$ cat src/rtl/irq_route_pkg.sv
`timescale 1ns/1ps
package irq_route_pkg;
    localparam int NCHAN  = 32;
    localparam int CH_W   = 5;
    localparam int NFAST  = 2;
    localparam int MAP_LO = 4;

    typedef enum logic [2:0] {
        ST_OFF,
        ST_IDLE,
        ST_FAST,
        ST_NORM,
        ST_BOTH
    } host_st_t;
endpackage

$ cat src/rtl/irq_route_regs.sv
`timescale 1ns/1ps
module irq_route_regs
    import irq_route_pkg::*;
#(
    parameter int NSRC   = 16,
    parameter int ADDR_W = 6
) (
    input  logic                   clk,
    input  logic                   rst_n,
    input  logic                   wr_en,
    input  logic [ADDR_W-1:0]      wr_addr,
    input  logic [31:0]            wr_data,
    output logic                   glob_en,
    output logic [1:0]             host_en,
    output logic [NSRC-1:0][7:0]   src_byte
);
    localparam int NMAP = (NSRC + 3) / 4;

    logic [NMAP-1:0][31:0] map_q;

    // global enable and host enables
    always_ff @(posedge clk or negedge rst_n) begin
        if (!rst_n) begin
            glob_en <= 1'b0;
            host_en <= 2'b00;
        end else if (wr_en) begin
            unique case (wr_addr)
                ADDR_W'(0): glob_en <= wr_data[0];
                ADDR_W'(1): host_en <= wr_data[1:0];
                ADDR_W'(2): if (wr_data < 32'd2) host_en[wr_data[0]] <= 1'b1;
                ADDR_W'(3): if (wr_data < 32'd2) host_en[wr_data[0]] <= 1'b0;
                default: ;
            endcase
        end
    end

    // channel map words
    always_ff @(posedge clk or negedge rst_n) begin
        if (!rst_n) begin
            for (int i = 0; i < NMAP; i++) map_q[i] <= 32'h0F0F_0F0F;
        end else if (wr_en) begin
            for (int i = 0; i < NMAP; i++) begin
                if (wr_addr == ADDR_W'(MAP_LO + i)) map_q[i] <= wr_data;
            end
        end
    end

    // byte lane j of word i belongs to source 4i+j
    generate
        for (genvar s = 0; s < NSRC; s++) begin : g_lane
            assign src_byte[s] = map_q[s / 4][8 * (s % 4) +: 8];
        end
    endgenerate
endmodule

$ cat src/rtl/irq_route_resolve.sv
`timescale 1ns/1ps
module irq_route_resolve
    import irq_route_pkg::*;
#(
    parameter int NSRC = 16,
    localparam int SRC_W = (NSRC > 1) ? $clog2(NSRC) : 1
) (
    input  logic [NSRC-1:0]        pend,
    input  logic [NSRC-1:0][7:0]   src_byte,
    output logic [NCHAN-1:0]       chan_act,
    output logic                   any_act,
    output logic [SRC_W-1:0]       best_src,
    output logic [CH_W-1:0]        best_chan
);
    logic [NSRC-1:0][CH_W-1:0] src_chan;

    generate
        for (genvar s = 0; s < NSRC; s++) begin : g_clamp
            assign src_chan[s] = (src_byte[s] > 8'(NCHAN - 1)) ?
                                 CH_W'(NCHAN - 1) : src_byte[s][CH_W-1:0];
        end
    endgenerate

    always_comb begin
        chan_act = '0;
        for (int s = 0; s < NSRC; s++) begin
            if (pend[s]) chan_act[src_chan[s]] = 1'b1;
        end
    end

    assign any_act = |pend;

    // lowest active channel wins
    always_comb begin
        best_chan = '0;
        for (int c = NCHAN - 1; c >= 0; c--) begin
            if (chan_act[c]) best_chan = CH_W'(c);
        end
    end

    // lowest source on that channel wins a tie
    always_comb begin
        best_src = '0;
        for (int s = NSRC - 1; s >= 0; s--) begin
            if (pend[s] && src_chan[s] == best_chan) best_src = SRC_W'(s);
        end
    end
endmodule

$ cat src/rtl/irq_route_host.sv
`timescale 1ns/1ps
module irq_route_host
    import irq_route_pkg::*;
(
    input  logic       clk,
    input  logic       rst_n,
    input  logic       glob_en,
    input  logic [1:0] host_en,
    input  logic       fast_act,
    input  logic       norm_act,
    output logic       irq_fast,
    output logic       irq_norm
);
    host_st_t st_q, st_d;
    logic     go_fast, go_norm;

    assign go_fast = host_en[0] && fast_act;
    assign go_norm = host_en[1] && norm_act;

    always_ff @(posedge clk or negedge rst_n) begin
        if (!rst_n) st_q <= ST_OFF;
        else        st_q <= st_d;
    end

    always_comb begin
        if (!glob_en) begin
            st_d = ST_OFF;
        end else begin
            unique case ({go_fast, go_norm})
                2'b00: st_d = ST_IDLE;
                2'b10: st_d = ST_FAST;
                2'b01: st_d = ST_NORM;
                2'b11: st_d = ST_BOTH;
                default: st_d = ST_OFF;
            endcase
        end
    end

    always_comb begin
        irq_fast = 1'b0;
        irq_norm = 1'b0;
        unique case (st_q)
            ST_OFF, ST_IDLE: ;
            ST_FAST: irq_fast = 1'b1;
            ST_NORM: irq_norm = 1'b1;
            ST_BOTH: begin
                irq_fast = 1'b1;
                irq_norm = 1'b1;
            end
            default: ;
        endcase
    end
endmodule

$ cat src/rtl/irq_route.sv
`timescale 1ns/1ps
module irq_route
    import irq_route_pkg::*;
#(
    parameter int NSRC   = 16,
    parameter int ADDR_W = 6,
    localparam int SRC_W = (NSRC > 1) ? $clog2(NSRC) : 1
) (
    input  logic              clk,
    input  logic              rst_n,
    input  logic [NSRC-1:0]   pend,
    input  logic              wr_en,
    input  logic [ADDR_W-1:0] wr_addr,
    input  logic [31:0]       wr_data,
    output logic              irq_fast,
    output logic              irq_norm,
    output logic              win_valid,
    output logic [SRC_W-1:0]  win_src,
    output logic [CH_W-1:0]   win_chan
);
    logic                 glob_en;
    logic [1:0]           host_en;
    logic [NSRC-1:0][7:0] src_byte;
    logic [NCHAN-1:0]     chan_act;
    logic                 any_act;
    logic [SRC_W-1:0]     best_src;
    logic [CH_W-1:0]      best_chan;
    logic                 fast_act, norm_act;

    irq_route_regs #(.NSRC(NSRC), .ADDR_W(ADDR_W)) u_regs (
        .clk(clk), .rst_n(rst_n), .wr_en(wr_en), .wr_addr(wr_addr),
        .wr_data(wr_data), .glob_en(glob_en), .host_en(host_en),
        .src_byte(src_byte)
    );

    irq_route_resolve #(.NSRC(NSRC)) u_resolve (
        .pend(pend), .src_byte(src_byte), .chan_act(chan_act),
        .any_act(any_act), .best_src(best_src), .best_chan(best_chan)
    );

    assign fast_act = |chan_act[NFAST-1:0];
    assign norm_act = |chan_act[NCHAN-1:NFAST];

    irq_route_host u_host (
        .clk(clk), .rst_n(rst_n), .glob_en(glob_en), .host_en(host_en),
        .fast_act(fast_act), .norm_act(norm_act),
        .irq_fast(irq_fast), .irq_norm(irq_norm)
    );

    always_ff @(posedge clk or negedge rst_n) begin
        if (!rst_n) begin
            win_valid <= 1'b0;
            win_src   <= '0;
            win_chan  <= '0;
        end else begin
            win_valid <= any_act;
            win_src   <= best_src;
            win_chan  <= best_chan;
        end
    end
endmodule

$ cat config.mk
export PLATFORM = sky130hd
export DESIGN_NAME = irq_route
export DESIGN_NICKNAME = d
export VERILOG_FILES = /design/src/rtl/irq_route_pkg.sv /design/src/rtl/irq_route_regs.sv /design/src/rtl/irq_route_resolve.sv /design/src/rtl/irq_route_host.sv /design/src/rtl/irq_route.sv
export SDC_FILE = /design/constraint.sdc
export NUM_CORES = 1
export LEC_CHECK = 0
export ABC_CLOCK_PERIOD_IN_PS = 4850
export BUFFER_PORTS_ARGS = -buffer_cell sky130_fd_sc_hd__buf_2
export CORE_UTILIZATION = 55
export DETAILED_ROUTE_END_ITERATION = 16
export PLACE_DENSITY = 0.75
export SYNTH_ARGS = -nofsm -noshare
export SYNTH_HDL_FRONTEND = slang
export SYNTH_SLANG_ARGS = --single-unit
$ cat constraint.sdc
create_clock -name clk -period 4.85 [get_ports clk]
set_input_delay 0.485 -clock clk [delete_from_list [all_inputs] [get_ports clk]]
set_output_delay 0.485 -clock clk [all_outputs]
set_load 0.05 [all_outputs]
==> metrics list, run 1 <==
- Dividing the synthesized area by the synthesized cell count gives 8.303 sq um.
* Instance count of the mapped netlist: 1708
- After synthesis the cells add up to 14180 sq um.
- After synthesis the netlist holds a flip-flop and latch count of 144.
- Number of clock sinks: 144
- Dpl ws: -0.5813 ns
- The tree is rooted in a sky130_fd_sc_hd__clkbuf_16.
- Number of buffers added by the clock tree synthesis step: 17
- Count of flip-flops with a built-in enable after synthesis: 0
- For this design the top-level I/O count stands at 69.
- Effective utilization at floorplan: 56.15%
- Number of buffers inserted by port buffering: 68
- Overall track demand over capacity in global routing: 69.38%
- Weighted congestion reported at the end of routability-driven placement: 1.781
- The initialized floorplan defines 58 standard-cell rows.
- In this run the horizontal extent of the chip is 162.6 microns.
- Proportion of synthesized flip-flops having asynchronous set or reset: 100.0%
- Number of H-tree branching levels: 4
* Yosys top cell area share: 14.12%
* Post-DP HPWL: 59670 microns
* Synth top area cells: sky130_fd_sc_hd__dfrtp_1 14%, sky130_fd_sc_hd__dfstp_2 12%, sky130_fd_sc_hd__mux2_2 10%, sky130_fd_sc_hd__nor4_1 5.2%, sky130_fd_sc_hd__nand2_1 3.4%
* Most area-hungry cell type in the Yosys netlist: sky130_fd_sc_hd__dfrtp_1
* Syn. warnings: 0
- Number of buffers on the longest clock path: 2
- The flow stopped in global routing (5_1_grt).
* Run status: aborted with a tool error
- Top FF cell, synth: sky130_fd_sc_hd__dfrtp_1
* Number of nets produced by synthesis: 1768
- Die boundary height: 162.6 microns
- First-pass GRT wire length: 132200 microns
- Buffers inserted to repair hold after CTS numbered 0.
* Sum of overflow across all layers after global routing: 108
- Sequential share of the synthesized area: 25.97%
- The tool reported: "[ERROR GRT-0116] Global routing finished with congestion. Check the congestion regions in the DRC Viewer".
- Entering global routing, the biggest net connects 102 pins.
* Number of global-route vias before repair: 19340
- In this run, distinct cell masters in the synthesized netlist total 105.
synth_stat cells, types with 12 or more instances:
| library cell | number |
|---|---|
| sky130_fd_sc_hd__nand3_1 | 68 |
| sky130_fd_sc_hd__o21ai_0 | 22 |
| sky130_fd_sc_hd__buf_2 | 28 |
| sky130_fd_sc_hd__o2111ai_1 | 14 |
| sky130_fd_sc_hd__or4_1 | 23 |
| sky130_fd_sc_hd__nor2b_1 | 18 |
| sky130_fd_sc_hd__nor2_1 | 119 |
| sky130_fd_sc_hd__dfrtp_1 | 80 |
| sky130_fd_sc_hd__a21oi_1 | 51 |
| sky130_fd_sc_hd__a32oi_1 | 18 |
| sky130_fd_sc_hd__nand2_1 | 130 |
| sky130_fd_sc_hd__clkbuf_1 | 81 |
| sky130_fd_sc_hd__nand2b_1 | 41 |
| sky130_fd_sc_hd__a221oi_1 | 24 |
| sky130_fd_sc_hd__nor3_1 | 95 |
| sky130_fd_sc_hd__nor3b_1 | 13 |
| sky130_fd_sc_hd__o22ai_1 | 28 |
| sky130_fd_sc_hd__a2111oi_0 | 12 |
| sky130_fd_sc_hd__inv_1 | 16 |
| sky130_fd_sc_hd__nor4b_1 | 13 |
| sky130_fd_sc_hd__and3_1 | 24 |
| sky130_fd_sc_hd__xnor2_1 | 17 |
| sky130_fd_sc_hd__or2_2 | 26 |
| sky130_fd_sc_hd__a31oi_1 | 13 |
| sky130_fd_sc_hd__mux2_2 | 130 |
| sky130_fd_sc_hd__a22oi_1 | 32 |
| sky130_fd_sc_hd__nor4_1 | 119 |
| sky130_fd_sc_hd__nand3b_1 | 26 |
| sky130_fd_sc_hd__dfstp_2 | 64 |
| sky130_fd_sc_hd__nand4_1 | 44 |
| sky130_fd_sc_hd__and2_1 | 22 |
| sky130_fd_sc_hd__or3_1 | 44 |
repair_timing:
item	CTS
gates cloned	0
buffers inserted	4
gates resized for setup	12
endpoints found under the setup margin	4
pin swaps	1
cell families after synthesis:
logic type,Yosys count,synth area share [%]
multiplexers,140,11.03
adder cells (fa/ha/maj),3,0.2647
flip-flops,144,25.97
XOR/XNOR,21,1.297
buffers and inverters,155,5.214
AO/OA/AOI/OAI,356,20.65
AND/OR/NAND/NOR,889,35.57
metal layers:
metal,overflow,track usage (%)
met1,3,72.65
met2,51,83.18
met3,8,57.75
met4,45,56.92
met5,1,38.45
per-stage QoR:
step | cells | util [%] | instance area (sq um)
CTS | 2324 | 68.85 | 17390
detailed placement | 2288 | 66.24 | 16730
floorplan | 1708 | - | 14180
global placement | 2288 | 66.24 | 16730
==> inputs of run 2 (changes only) <==
Settings changed: ABC_CLOCK_PERIOD_IN_PS 4850 to 6300, CORE_UTILIZATION 55 to 40, PLACE_DENSITY 0.75 to not set, PLACE_DENSITY_LB_ADDON set to 0.15.
Clock period 4.85 ns to 6.3 ns, I/O delays scaled along.
==> metrics list, run 2 <==
- The fraction of the yosys area taken by sequential cells is 25.97% (unchanged).
- TritonCTS built the clock tree.
- After detailed routing, the average wire length per cell comes to 43.35 microns.
- Final hold vios: 0
* Number of cells in the finished layout apart from fillers: 2267
- Worst path most repeated cell: sky130_fd_sc_hd__buf_4
- Total number of vias: 17690
- Timing would allow up to 158.0 MHz.
* Synthesized cell area: 14180 sq um (unchanged)
* Clock skew: 0.02662 ns
- Of all nets on the critical path, the largest fanout is 12.
- Counting both buffers and inverters, the worst setup path holds a total of 3.
* DRC Markers: 0
* Number of placement rows: 68 (+17%)
- Number of buffers inserted by port buffering: 68 (unchanged)
- Weighted congestion reported at the end of routability-driven placement: 1.238 (-31%)
- Arrival time worst endpoint: 6.75 ns
- Sum Neg Setup Slack: -0.03085 ns
- The die boundary width was 190.3 microns (+17%).
- The number of antenna violations at the first check in global routing came to 4.
* Final worst path period share: 100.5%
- Number of global-route vias before repair: 16570
* Min-Delay Path Class: primary input to asynchronous set/reset pin
- The number of H-tree branching levels came to 4 (unchanged).
- Logic depth of the worst register-to-register path: 17
- For the pin with the worst max-slew slack, the measured transition is 1.378 ns.
* Initial detailed-routing violation count: 3735
- The first global-routing pass estimated 132500 microns of wire.
* Effective utilization at floorplan: 40.85% (-15 points)
* Worst R2R Start: u_regs.src_byte[7]
- Headroom to the max-slew limit: 7.405%
- Dividing total power by cell area gives a power density of 335.4 nW/um^2.
- For the finished layout, the period the worst path requires is 6.331 ns.
- The count of yosys warnings during synthesis was 0 (unchanged).
- Worst hold slack across all endpoints: 0.1175 ns
* Count of max-cap constraint violations: 0
- Clock Latency Late Sink: 0.49 ns
* Setup violation total in the final timing report: 1
- Count of flip-flops with a built-in enable after synthesis: 0 (unchanged)
- The die covers 36210 sq um.
* Cell chosen for the clock root: sky130_fd_sc_hd__clkbuf_16
- After synthesis, the cell types taking the most area are sky130_fd_sc_hd__dfrtp_1 14%, sky130_fd_sc_hd__dfstp_2 12%, sky130_fd_sc_hd__mux2_2 10%, sky130_fd_sc_hd__nor4_1 5.2%, sky130_fd_sc_hd__nand2_1 3.4%.
- Summed over all cells, the static leakage comes to 6.242 nW.
- Among all flip-flop cells after synthesis, the most frequent one is sky130_fd_sc_hd__dfrtp_1.
- The pre-antenna-repair detailed-routing pass consisted of 7 iterations.
* Critical path start-end classification: register to register
- Post-CTS Hold Fix Bufs: 0 (unchanged)
- The clock tree buffer depth was 2 (unchanged).
- Cells with a size suffix above 1 make up 29.20% of the layout.
- The worst setup path is launched from a register.
* Num ports: 69 (unchanged)
- After clock tree synthesis, the clock-pin slew on the worst setup and hold paths is 0.08 ns.
- Reg-to-reg endpoint: win_src[2]
* Run status: finished, violations left
- The async set-or-reset flop fraction in the synthesized netlist is 100.0% (unchanged).
- In the routed layout, each cell is associated on average with a via count of 7.803.
- The worst register-to-register path has a setup slack of -0.03 ns.
- The number of cells in the design after placement was 2231 (-2.5%).
- Yosys top cell area share: 14.12% (unchanged)
* Largest vdd supply drop: 0.2511 mV
- Instance count of the mapped netlist: 1708 (unchanged)
- Distinct cell type count after synthesis: 105 (unchanged)
* Critical path's slowest cell: sky130_fd_sc_hd__o2111ai_1
* Most area-hungry cell type in the Yosys netlist: sky130_fd_sc_hd__dfrtp_1
* Number of nets produced by synthesis: 1768 (unchanged)
- Total power: 5.424 mW
* Crit-path leading delay family: simple AND/OR/NAND/NOR gates
* Number of buffers added by the clock tree synthesis step: 17 (unchanged)
- Overall track demand over capacity in global routing: 53.87%
- Leading cell types by count after synthesis: 130 x sky130_fd_sc_hd__mux2_2, 130 x sky130_fd_sc_hd__nand2_1, 119 x sky130_fd_sc_hd__nor2_1, 119 x sky130_fd_sc_hd__nor4_1, 95 x sky130_fd_sc_hd__nor3_1
* Crit-path cells: or3_1 > o2111ai_1 > o21ai_0 > nor4_1 > nand4b_1 > or2_4 > or4_1 > o21ai_4 > buf_4 > mux2_2 > a22oi_1 > o21ai_0 > nand4b_1 > buf_4 > or3b_1 > a21oi_1 > buf_4
* Leading cell type in the layout, fill and taps excluded: sky130_fd_sc_hd__buf_4
- The final reports fail on negative setup slack.
- Sum of overflow across all layers after global routing: 0
- Max reg flops: 128
- Finished Core Util: 46.59%
- Post-DP HPWL: 78730 microns (+32%)
- Final ANT Viol Nets: 0
- The floorplan step defined a core boundary enclosing 34710 sq um.
- Delay of the slowest cell on the worst path: 0.78 ns
- After the last flow step, the layout net total stands at 1855.
* Capturing element type of the critical path: register
- Entering global routing, the biggest net connects 74 pins.
- Number of fillers in the final layout: 3460
- The die height was 190.3 microns (+17%).
* Post-synthesis average cell area: 8.303 sq um (unchanged)
- Total wire length: 98270 microns
* Yosys reg bits: 144 (unchanged)
- Setup repair after global routing left no endpoint under its margin.
* Max-slew violations: 0
- Number of clock sinks: 144 (unchanged)
- The top cell types in the final layout, fill and taps aside, are 136 x sky130_fd_sc_hd__buf_4, 130 x sky130_fd_sc_hd__nand2_1, 130 x sky130_fd_sc_hd__mux2_2, 118 x sky130_fd_sc_hd__nor2_1, 117 x sky130_fd_sc_hd__nor4_1.
* Worst path required time: 6.72 ns
* Layout-stage area growth over the synthesis result: 14.04%
- Post-route worst setup slack: -0.03085 ns
==> run 2: cell counts after synthesis <==
No cell type changed its count.
==> run 2: what timing repair did <==
| action | CTS | global route |
|---|---|---|
| resized for setup | 0 | 1 |
| buffers inserted | 0 | 0 |
| endpoints found under the setup margin | 0 | 2 |
==> run 2: cell type report <==
class	instances	area [sq um]	area share, %
multi-input cells	1409	9841	60.85
inverters	18	70.07	0.4333
diodes	4	10.01	0.06190
well taps	455	569.3	3.520
clock buffers	17	425.4	2.631
repair buffers	205	1388	8.580
clock inverters	15	185.2	1.145
flip-flops and latches	144	3684	22.78
==> run 2: through the flow <==
| stage | setup WS [ns] | cell area, sq um |
|---|---|---|
| after floorplan | 1.612 | 14180 |
| after global placement | 0.3380 | 15530 |
| after detailed placement | 0.2968 | 15530 |
| after CTS | 0.2481 | 16150 |
| after global routing | 0.01706 | 16160 |
| final | -0.03085 | 16170 |
==> run 2: worst max-delay path by stage <==
| stage | from | endpoint | slack, ns | cells after the start |
|---|---|---|---|---|
| floorplan | pend[6] | win_src[3] | 1.61 | 18 |
| global placement | pend[10] | win_src[2] | 0.34 | 19 |
| detailed placement | u_regs.src_byte[21] | win_src[2] | 0.30 | 17 |
| CTS | u_regs.src_byte[21] | win_src[2] | 0.25 | 17 |
| global route | u_regs.src_byte[7] | win_src[3] | 0.02 | 16 |
| finish | u_regs.src_byte[7] | win_src[2] | -0.03 | 17 |
==> run 2: kinds of logic after synthesis <==
logic type               after synthesis  synth area share [%]
multiplexers                         140                 11.03
flip-flops                           144                 25.97
AO/OA/AOI/OAI                        356                 20.65
XOR/XNOR                              21                 1.297
adder cells (fa/ha/maj)                3                0.2647
AND/OR/NAND/NOR                      889                 35.57
buffers and inverters                155                 5.214
==> run 2: power breakdown <==
part           switching, mW  internal [mW]
combinational           1.95          0.954
sequential             0.326           1.11
clock                  0.551          0.540
==> run 2: metal layers <==
layer	share of wire, %	track usage (%)	up-vias
li1	-	-	6889
met2	39	75.23	1765
met1	35	63.93	8496
met5	0.14	2.060	-
met4	9.2	37.48	10
met3	16	26.43	529
No activity file was read; power rests on OpenSTA's default activity.
